$ cat src/rtl/tsc_guard.sv
module tsc_guard #(
  parameter int          CNT_W    = 64,
  parameter int          ADDR_W   = 32,
  parameter logic [31:0] TSC_ADDR = 32'h10
) (
  input  logic                clk,
  input  logic                rst_n,
  input  logic [1:0]          mode_i,
  input  logic [1:0]          cpl_i,
  input  logic                ts_dis_i,
  input  logic                msr_req_i,
  input  logic                msr_we_i,
  input  logic [ADDR_W-1:0]   msr_addr_i,
  input  logic [CNT_W-1:0]    msr_wdata_i,
  input  logic                rd_req_i,
  output logic                ack_o,
  output logic                fault_o,
  output logic [1:0]          fault_code_o,
  output logic [CNT_W-1:0]    msr_rdata_o,
  output logic [CNT_W/2-1:0]  rd_hi_o,
  output logic [CNT_W/2-1:0]  rd_lo_o
);

  localparam int          HALF_W  = CNT_W / 2;
  localparam logic [1:0]  M_REAL  = 2'd0;
  localparam logic [1:0]  M_PROT  = 2'd1;
  localparam logic [1:0]  M_V86   = 2'd2;
  localparam logic [1:0]  FC_NONE = 2'b00;
  localparam logic [1:0]  FC_GP   = 2'b01;
  localparam logic [1:0]  FC_UD   = 2'b10;

  logic [CNT_W-1:0] cnt;

  wire ring0   = (cpl_i == 2'd0);
  wire hit     = msr_req_i && (msr_addr_i == TSC_ADDR[ADDR_W-1:0]);
  wire msr_ok  = ring0 && (mode_i == M_REAL || mode_i == M_PROT);
  wire rd_ok   = (mode_i == M_PROT) && (!ts_dis_i || ring0);
  wire wr_acc  = hit && msr_we_i && msr_ok;
  wire mrd_acc = hit && !msr_we_i && msr_ok;
  wire rd_acc  = rd_req_i && rd_ok;
  wire msr_bad = hit && !msr_ok;
  wire rd_bad  = rd_req_i && !rd_ok;

  always_ff @(posedge clk or negedge rst_n)
    if (!rst_n)      cnt <= '0;
    else if (wr_acc) cnt <= msr_wdata_i;
    else             cnt <= cnt + 1'b1;

  always_ff @(posedge clk or negedge rst_n)
    if (!rst_n) begin
      ack_o        <= 1'b0;
      fault_o      <= 1'b0;
      fault_code_o <= FC_NONE;
    end else begin
      ack_o        <= wr_acc || mrd_acc || rd_acc;
      fault_o      <= msr_bad || rd_bad;
      fault_code_o <= msr_bad ? FC_GP :
                      rd_bad  ? ((mode_i == M_PROT) ? FC_GP : FC_UD) : FC_NONE;
    end

  always_ff @(posedge clk or negedge rst_n)
    if (!rst_n) begin
      msr_rdata_o <= '0;
      rd_hi_o     <= '0;
      rd_lo_o     <= '0;
    end else begin
      if (mrd_acc) msr_rdata_o <= cnt;
      if (rd_acc) begin
        rd_hi_o <= cnt[CNT_W-1:HALF_W];
        rd_lo_o <= cnt[HALF_W-1:0];
      end
    end

  // input assumption: one request per cycle, legal mode
  one_req_chk: assert property (@(posedge clk) disable iff (!rst_n)
    !(msr_req_i && rd_req_i) && mode_i != 2'd3);


  cnt_step_chk: assert property (@(posedge clk) disable iff (!rst_n)
    !wr_acc |=> cnt == $past(cnt) + 1'b1);


  wr_load_chk: assert property (@(posedge clk) disable iff (!rst_n)
    wr_acc |=> cnt == $past(msr_wdata_i));


  rd_split_chk: assert property (@(posedge clk) disable iff (!rst_n)
    rd_acc |=> ack_o && {rd_hi_o, rd_lo_o} == $past(cnt));


  tsd_gp_chk: assert property (@(posedge clk) disable iff (!rst_n)
    rd_req_i && ts_dis_i && mode_i == M_PROT && !ring0 |=> fault_o && fault_code_o == FC_GP);


  rd_ud_chk: assert property (@(posedge clk) disable iff (!rst_n)
    rd_req_i && (mode_i == M_REAL || mode_i == M_V86) |=> fault_o && fault_code_o == FC_UD);


  msr_gp_chk: assert property (@(posedge clk) disable iff (!rst_n)
    hit && (mode_i == M_V86 || !ring0) |=> fault_o && fault_code_o == FC_GP && !ack_o);


  excl_chk: assert property (@(posedge clk) disable iff (!rst_n)
    !(ack_o && fault_o) && (fault_o || fault_code_o == FC_NONE));


  hold_chk: assert property (@(posedge clk) disable iff (!rst_n)
    !rd_acc |=> $stable(rd_hi_o) && $stable(rd_lo_o));

endmodule

$ cat config.mk
export PLATFORM = sky130hd
export DESIGN_NAME = tsc_guard
export DESIGN_NICKNAME = d
export VERILOG_FILES = /design/src/rtl/tsc_guard.sv
export SDC_FILE = /design/constraint.sdc
export NUM_CORES = 1
export LEC_CHECK = 0
export ABC_AREA = 1
export BUFFER_PORTS_ARGS = -buffer_cell sky130_fd_sc_hd__buf_4
export CORE_ASPECT_RATIO = 1.4
export CORE_MARGIN = 2
export CORE_UTILIZATION = 54
export DETAILED_ROUTE_END_ITERATION = 8
export GPL_TIMING_DRIVEN = 0
export PLACE_DENSITY = 0.92
export SLEW_MARGIN = 15
export SYNTH_ARGS = -nofsm -noshare
export SYNTH_HDL_FRONTEND = slang
export SYNTH_SLANG_ARGS = --single-unit
$ cat constraint.sdc
create_clock -name clk -period 2.1 [get_ports clk]
set_input_delay 0.21 -clock clk [delete_from_list [all_inputs] [get_ports clk]]
set_output_delay 0.21 -clock clk [all_outputs]
set_load 0.02 [all_outputs]
==> qor.json, run 1 <==
{
  "outcome": {
    "status": "completed"
  },
  "global_route": {
    "grtUsageMet1": 0.4481,
    "first_global_vias": 10080,
    "number_of_antenna_violations_at_the_first_check_in_global_routing": 0,
    "grt_max_degree": 106,
    "grt_pass1_wl_mm": 52.83,
    "grt_util_met2": 0.6164,
    "grt_use_met3": 0.06642,
    "track_usage": 0.3697,
    "gr-total-overflow": 0,
    "grt.busiest_layer": "met2"
  },
  "drt": {
    "detail_route.wl_per_cell_microns": 19.12,
    "dr.first_iter.drc_count": 973,
    "drtPass1Iterations": 5,
    "vias_per_cell": 5.596,
    "ant_nets": 0,
    "drc_errors": 0,
    "num_vias": 10010,
    "routed_wirelength_mm": 34.18
  },
  "synth": {
    "syn_area_sq_mm": 0.009663,
    "synth_area_in_adders": 0.001295,
    "netlist_instances": 1279,
    "muxShareOfSynthArea": 0,
    "ys_types": 22,
    "yosys_warnings": 0,
    "postSynthRegisterBits": 196,
    "register_area_share_after_synthesis": 0.5076,
    "post_synth_and_or_nand_nor_area_fraction": 0.3086,
    "synth_top_family_by_area": "simple AND/OR/NAND/NOR gates",
    "synthesis.area_per_instance_sq_um": 7.555,
    "synth_compound_area_frac": 0.08598,
    "synth_nets": 1386,
    "xor_xnor_share_of_the_synthesized_area": 0.02447
  },
  "finish": {
    "multi_input_comb_area_sq_mm": 0.004079,
    "proportion_of_layout_cells_with_a_drive_suffix_above_1": 0.2036,
    "insertedDiodeCount": 0,
    "flow.area_growth_from_synthesis_pct": 28.59,
    "sequential_cell_area_sq_mm": 0.004905,
    "layout_commonest_cell": "sky130_fd_sc_hd__nand2_1",
    "finish.cell_count_without_fillers": 1788,
    "final_cell_mix": "439 x sky130_fd_sc_hd__nand2_1, 242 x sky130_fd_sc_hd__buf_4, 196 x sky130_fd_sc_hd__dfrtp_1",
    "layout.filler_cells": 1335,
    "finish.net_count": 1646,
    "post-route-util": 0.7111
  },
  "critical_path": {
    "worst_r2r_startpoint": "cnt[1]$_DFF_PN0_",
    "timing.critical_path.slowest_stage_cell": "sky130_fd_sc_hd__dfrtp_1",
    "timing.critical_path.required_ps": 2440,
    "worst_setup_path_startpoint": "cnt[1]$_DFF_PN0_",
    "cp.arrival_ps": 2360,
    "critical_path.max_fanout": 5,
    "cp_top_family": "simple AND/OR/NAND/NOR gates",
    "critical-path-max-stage-delay_ps": 420,
    "crit_path_frequent_cell": "sky130_fd_sc_hd__nand2_1",
    "crit_buf_inv": 1,
    "critPathCapture": "cnt[20]$_DFF_PN0_",
    "regToRegEndpoint": "cnt[20]$_DFF_PN0_",
    "critical_path_depth": 10,
    "crit_chain": "ha_2, nand2_1, nor2_4, nand2_2, nor2_4, nand2_1, xor2_1, nand2_1, nand2_1, inv_1",
    "worstSetupStartpointType": "flip-flop",
    "setup.worst_path.class": "flip-flop to flip-flop",
    "reg2regPathDepth": 10,
    "setup.reg_to_reg.worst_slack_ps": 80,
    "end_kind": "flip-flop"
  },
  "power": {
    "switching_share": 0.2709,
    "comb_power_share": 0.089,
    "ir_worst_vdd_uv": 528.0,
    "power.density_mw_per_mm2": 638.9,
    "seq_pwr_share": 0.494,
    "leakage_nw": 5.977,
    "clkPwrFrac": 0.417,
    "power_switching_mw": 2.151,
    "power.internal_mw": 5.788
  },
  "die": {
    "floorplan.die_area_sq_mm": 0.01900,
    "die_height_microns": 162.3,
    "initial_core_utilization": 0.5530,
    "dieWidth_microns": 117.1,
    "placement_rows": 57,
    "io_pins": 238,
    "fp.coreArea_sq_mm": 0.01747
  },
  "timing": {
    "timing.final.hold_violations": 0,
    "tightestPinTransition_ps": 877.3,
    "final.period_utilization": 0.9631,
    "clock.fmax_mhz": 494.5,
    "worst_slew_margin_rel": 0.4151,
    "finalSetupViolCount": 0,
    "final_max_slew_viol_count": 0,
    "clock-skew-final_ps": 13.63,
    "rsz0062_at_grt": "yes",
    "layout_setup_ws_ps": 77.56,
    "period_needed_ps": 2022
  },
  "placed_design": {
    "gpl.final_weighted_congestion": 1.010,
    "detailed_place_hpwl_mm": 26.81,
    "buffer_ports.inserted": 237,
    "post-place-cells": 1753,
    "preCtsSetupSlack_ps": -67.11
  },
  "clock_network": {
    "clock_sink_count": 196,
    "cts_inserted_buffers": 17,
    "path_clk_slew_ps": 80,
    "clock_latency_ps": 450,
    "cts-root-buf": "sky130_fd_sc_hd__clkbuf_16",
    "cts_tree": "yes",
    "max-clock-path-buffers": 2,
    "ctsHtreeMaxLevel": 4
  },
  "min_path": {
    "holdCritPathClass": "input port to flip-flop"
  },
  "flow_run": {
    "drv_cap": 0
  }
}
## synth_stat cells, drive strengths merged
master / n / area, sq um
nand4: 61 / 381.6
dfrtp: 196 / 4905
ha: 1 / 12.51
nand3b: 1 / 7.510
nand2: 444 / 1674
buf: 24 / 133.9
nor3: 3 / 25.02
clkbuf: 26 / 97.59
inv: 124 / 465.5
o21ai: 166 / 830.8
xor2: 27 / 236.5
nand3: 44 / 230.2
nor2: 162 / 663.1
## worst min path at each step
stage	cells after the start	startpoint	endpoint
after CTS	3	rd_req_i	fault_code_o[1]$_DFF_PN0_
final	3	rd_req_i	fault_code_o[1]$_DFF_PN0_
after floorplan	0	rst_n	ack_o$_DFF_PN0_
after global routing	3	msr_wdata_i[41]	cnt[41]$_DFF_PN0_
after detailed placement	1	rst_n	fault_code_o[1]$_DFF_PN0_
after global placement	3	rd_req_i	fault_o$_DFF_PN0_
## flip-flops by register name (all words and copies together), names as in the netlist
signal and flops:
cnt 64, ack_o 1, msr_rdata_o 64, fault_o 1, fault_code_o 2, rd_lo_o 32
rd_hi_o 32
## area by class of cell
cell class	count	share of cell area
inverter	124	0.03746
multi-input combinational	909	0.3283
tap	236	0.02376
timing repair buffer	241	0.1480
sequential	196	0.3947
clock inverter	15	0.01490
clock buffer	17	0.03424
buffer	50	0.01863
## tightest hold or removal path, delay by kind of cell
kind / cells / cell delay [ps]
buffers and inverters: 2 / 140
and+or+nand+nor: 1 / 60
## cell families after synthesis
logic type	Yosys count
fa+ha+maj	1
simple gates	715
xor+xnor	27
flops	196
compound gates	166
buf+inv	174
## power by group through the flow
stage	sequential (mW)	combinational [mW]	clock (mW)
after global placement	3.99	0.674	0
after floorplan	4.10	0.132	0
final	3.92	0.705	3.31
after CTS	3.92	0.708	3.30
after global routing	3.93	0.765	3.45
after detailed placement	4.00	0.703	0
## per-layer routing
metal  up-vias  wire length [microns]
li1       4591                      -
met1      4726                  12450
met2       566                  17020
met3       123                   2744
met4         0                   1963
met5         -                      0
## repair_timing
| action | 4_1_cts | 5_1_grt |
|---|---|---|
| setup endpoints to repair | 4 | 10 |
| buffers inserted | 2 | 0 |
| pin swaps | 1 | 0 |
| endpoints found under the hold margin | 91 | 0 |
| resized for setup | 0 | 7 |
| hold buffers | 1 | 0 |
## through the flow
| stage | hold slack, ps | total power, mW | area [sq um] | setup TNS [ps] |
|---|---|---|---|---|
| 2_1_floorplan | -85.59 | 4.236 | 9663 | 0 |
| 3_3_place_gp | 443.7 | 4.668 | 11740 | -74680 |
| 3_5_place_dp | 285.0 | 4.700 | 11770 | -586.9 |
| 4_1_cts | 1.819 | 7.930 | 12410 | 0 |
| 5_1_grt | 18.18 | 8.142 | 12430 | -30.34 |
| 6_report | 5.440 | 7.939 | 12430 | 0 |
(Power assumes the default switching activity.)
==> inputs of run 2 (changes only) <==
--- a/config.mk
+++ b/config.mk
@@ -12,7 +12,7 @@
 export CORE_UTILIZATION = 54
 export DETAILED_ROUTE_END_ITERATION = 8
 export GPL_TIMING_DRIVEN = 0
-export PLACE_DENSITY = 0.92
+export PLACE_DENSITY = 0.81
 export SLEW_MARGIN = 15
 export SYNTH_ARGS = -nofsm -noshare
 export SYNTH_HDL_FRONTEND = slang
==> run 2 against run 1 <==
Net effect:
- the run now ends with negative hold slack left
- non-clock buffer count is 2 higher
- clock skew about the same
- core utilization grew 0.23 points
- final cell count is 0.11% higher
- power is 0.72% higher
- clock power increased by 2%
- worst hold slack lost 6.8 ps
- critical path type unchanged
- largest power group unchanged
==> qor.json, run 2 (synthesis gave the netlist of run 1 again) <==
{
  "outcome": {
    "status": "complete, but fails checks",
    "violated_checks": "negative hold slack"
  },
  "global_route": {
    "first_global_vias": {"value": 9809, "change": "-2.7%"},
    "track_usage": {"value": 0.3667, "change": "-0.002993"},
    "grt_max_degree": {"value": 113, "change": "+6.6%"},
    "number_of_antenna_violations_at_the_first_check_in_global_routing": {"value": 0, "change": "unchanged"},
    "gr-total-overflow": {"value": 0, "change": "unchanged"},
    "grt_pass1_wl": {"value": 52.39, "unit": "mm", "change": "-0.84%"}
  },
  "timing": {
    "layout_setup_ws": {"value": 62.87, "unit": "ps", "change": "-14.68 ps"},
    "clock-skew-final": {"value": 13.99, "unit": "ps", "change": "+0.3594 ps"},
    "clock.fmax": {"value": 490.9, "unit": "MHz", "change": "-0.72%"},
    "setup_total_negative_slack": {"value": 0, "unit": "ps", "change": "unchanged"},
    "period_needed": {"value": 2037, "unit": "ps", "change": "+14.68 ps"},
    "worst_slew_margin_rel": {"value": 0.3885, "change": "-0.02659"},
    "tightestPinTransition": {"value": 917.2, "unit": "ps", "change": "+39.89 ps"},
    "timing.final.hold_violations": {"value": 1, "change": "+1"},
    "rsz0062_at_grt": "yes",
    "final.period_utilization": {"value": 0.9701, "change": "+0.006992"},
    "finalSetupViolCount": {"value": 0, "change": "unchanged"},
    "final.hold.worst_slack": {"value": -1.378, "unit": "ps", "change": "-6.819 ps"},
    "final_max_slew_viol_count": {"value": 0, "change": "unchanged"}
  },
  "drt": {
    "vias_per_cell": {"value": 5.432, "change": "-2.9%"},
    "detail_route.wl_per_cell": {"value": 18.96, "unit": "microns", "change": "-0.80%"},
    "num_vias": {"value": 9723, "change": "-2.8%"},
    "drc_errors": {"value": 0, "change": "unchanged"},
    "dr.first_iter.drc_count": {"value": 986, "change": "+1.3%"},
    "ant_nets": {"value": 0, "change": "unchanged"},
    "drtPass1Iterations": {"value": 6, "change": "+1"},
    "routed_wirelength": {"value": 33.94, "unit": "mm", "change": "-0.69%"}
  },
  "power": {
    "leakage": {"value": 6.004, "unit": "nW", "change": "+0.45%"},
    "ir_worst_vdd": {"value": 590.2, "unit": "uV", "change": "+12%"},
    "power.density": {"value": 641.4, "unit": "mW/mm^2", "change": "+0.40%"}
  },
  "finish": {
    "proportion_of_layout_cells_with_a_drive_suffix_above_1": {"value": 0.2053, "change": "+0.001668"},
    "finish.net_count": {"value": 1648, "change": "+0.12%"},
    "insertedDiodeCount": {"value": 0, "change": "unchanged"},
    "final_cell_mix": "439 x sky130_fd_sc_hd__nand2_1, 244 x sky130_fd_sc_hd__buf_4, 194 x sky130_fd_sc_hd__dfrtp_1",
    "layout_commonest_cell": "sky130_fd_sc_hd__nand2_1",
    "post-route-cell-area": {"value": 0.01247, "unit": "sq mm", "change": "+0.32%"},
    "layout.filler_cells": {"value": 1439, "change": "+7.8%"},
    "post-route-util": {"value": 0.7134, "change": "+0.002291"},
    "flow.area_growth_from_synthesis_pct": 29.00,
    "largestRegisters": "cnt x64, msr_rdata_o x64"
  },
  "critical_path": {
    "crit_buf_inv": {"value": 0, "change": "-1"},
    "crit_chain": "ha_2, nand2_1, nor2_4, nand2_4, nor2_4, nand2_1, o21ai_0, nand3_1, nand2_1",
    "worstSetupStartpointType": "flip-flop",
    "timing.critical_path.required": {"value": 2490, "unit": "ps", "change": "+50 ps"},
    "timing.critical_path.slowest_stage_cell": "sky130_fd_sc_hd__dfrtp_1",
    "end_kind": "flip-flop",
    "critical-path-max-stage-delay": {"value": 410, "unit": "ps", "change": "about the same"},
    "setup.worst_path.class": "flip-flop to flip-flop",
    "cp_top_family": "simple AND/OR/NAND/NOR gates",
    "crit_path_frequent_cell": "sky130_fd_sc_hd__nand2_1",
    "critical_path.max_fanout": {"value": 5, "change": "unchanged"},
    "cp.arrival": {"value": 2420, "unit": "ps", "change": "+60 ps"}
  },
  "clock_network": {
    "path_clk_slew": {"value": 80, "unit": "ps", "change": "about the same"},
    "ctsHtreeMaxLevel": {"value": 4, "change": "unchanged"},
    "clock_latency": {"value": 450, "unit": "ps", "change": "about the same"},
    "cts_tree": "yes",
    "clock_sink_count": {"value": 196, "change": "unchanged"},
    "cts_inserted_buffers": {"value": 17, "change": "unchanged"},
    "cts-root-buf": "sky130_fd_sc_hd__clkbuf_16",
    "max-clock-path-buffers": {"value": 2, "change": "unchanged"}
  },
  "placed_design": {
    "gpl.final_weighted_congestion": {"value": 1.006, "change": "-0.40%"},
    "detailed_place_hpwl": {"value": 26.51, "unit": "mm", "change": "-1.1%"},
    "buffer_ports.inserted": {"value": 237, "change": "unchanged"},
    "preCtsSetupSlack": {"value": -148.2, "unit": "ps", "change": "-81.08 ps"},
    "total_placed_instance_area": {"value": 0.01177, "unit": "sq mm", "change": "unchanged"}
  },
  "die": {
    "initial_core_utilization": {"value": 0.5530, "change": "unchanged"},
    "fp.coreArea": {"value": 0.01747, "unit": "sq mm", "change": "unchanged"},
    "die_height": {"value": 162.3, "unit": "microns", "change": "unchanged"},
    "placement_rows": {"value": 57, "change": "unchanged"},
    "floorplan.die_area": {"value": 0.01900, "unit": "sq mm", "change": "unchanged"},
    "dieWidth": {"value": 117.1, "unit": "microns", "change": "unchanged"},
    "io_pins": {"value": 238, "change": "unchanged"}
  },
  "flow_run": {
    "drv_cap": {"value": 0, "change": "unchanged"}
  },
  "min_path": {
    "holdCritPathClass": "input port to flip-flop"
  }
}
[run 2: changes by cell type in the layout (fill, tap and decap cells not counted), moves of 2 or more]
cell                       change
sky130_fd_sc_hd__buf_4         +2
sky130_fd_sc_hd__clkinv_8      -2
sky130_fd_sc_hd__dfrtp_1       -2
sky130_fd_sc_hd__dfrtp_2       +2
sky130_fd_sc_hd__inv_6         +2
sky130_fd_sc_hd__nor2_2        -3
sky130_fd_sc_hd__nor2_4        +3
[run 2: what timing repair did]
action	CTS	global route
endpoints found under the hold margin	84	0
hold buffers	1	0
pin swaps	1	2
setup buffers	2	2
resized for setup	2	10
endpoints found under the setup margin	8	13
[run 2: where the power goes]
group	switching (mW)	internal (mW)	leakage (nW)	total [mW]
combinational	0.404	0.302	3.09	0.706
clock	1.65	1.72	0.298	3.37
sequential	0.0544	3.86	2.62	3.92
[run 2: worst paths after layout]
path                                    startpoint                         to  slack [ps]  depth (start not counted)
max in group asynchronous                    rst_n           cnt[2]$_DFF_PN0_         770                          3
min                                       rd_req_i          fault_o$_DFF_PN0_          -1                          3
min in group asynchronous                    rst_n  fault_code_o[1]$_DFF_PN0_         340                          2
max reg2reg                       cnt[1]$_DFF_PN0_          cnt[56]$_DFF_PN0_          60                          9
min reg2reg                rd_lo_o[22]$_DFFE_PN0P_    rd_lo_o[22]$_DFFE_PN0P_         490                          2
max                               cnt[1]$_DFF_PN0_          cnt[56]$_DFF_PN0_          60                          9
[run 2: final cells by class]
| type | count | area, sq um | share of cell area |
|---|---|---|---|
| Inverter | 124 | 465.4 | 0.03734 |
| Buffer | 50 | 231.5 | 0.01857 |
| Clock inverter | 14 | 183.9 | 0.01475 |
| Multi-Input combinational cell | 909 | 4099 | 0.3288 |
| Tap cell | 236 | 295.3 | 0.02369 |
| Timing Repair Buffer | 243 | 1854 | 0.1488 |
| Clock buffer | 18 | 429.2 | 0.03443 |
| Sequential cell | 196 | 4907 | 0.3937 |
[run 2: layer usage]
layer,GRT usage,vias to the layer above,part of all wire
li1,-,4583,-
met1,0.4493,4617,0.39
met2,0.6264,421,0.50
met3,0.04142,102,0.057
met4,0.1968,0,0.054
met5,0,-,0
[run 2: worst reg2reg max path, stage by stage, from the launching register on]
cell and delay [ps]:
sky130_fd_sc_hd__dfrtp_1 410, sky130_fd_sc_hd__ha_2 270, sky130_fd_sc_hd__nand2_1 110, sky130_fd_sc_hd__nor2_4 210
sky130_fd_sc_hd__nand2_4 140, sky130_fd_sc_hd__nor2_4 210, sky130_fd_sc_hd__nand2_1 210, sky130_fd_sc_hd__o21ai_0 240
sky130_fd_sc_hd__nand3_1 100, sky130_fd_sc_hd__nand2_1 80
[run 2: per-stage QoR]
stage | std cells | hold slack (ps) | power, mW
finish | 1790 | -1.378 | 7.996
global route | 1790 | 19.10 | 8.216
CTS | 1788 | 1.001 | 8.011
floorplan | 1279 | -85.59 | 4.236
global placement | 1752 | 445.5 | 4.675
detailed placement | 1753 | 252.9 | 4.695
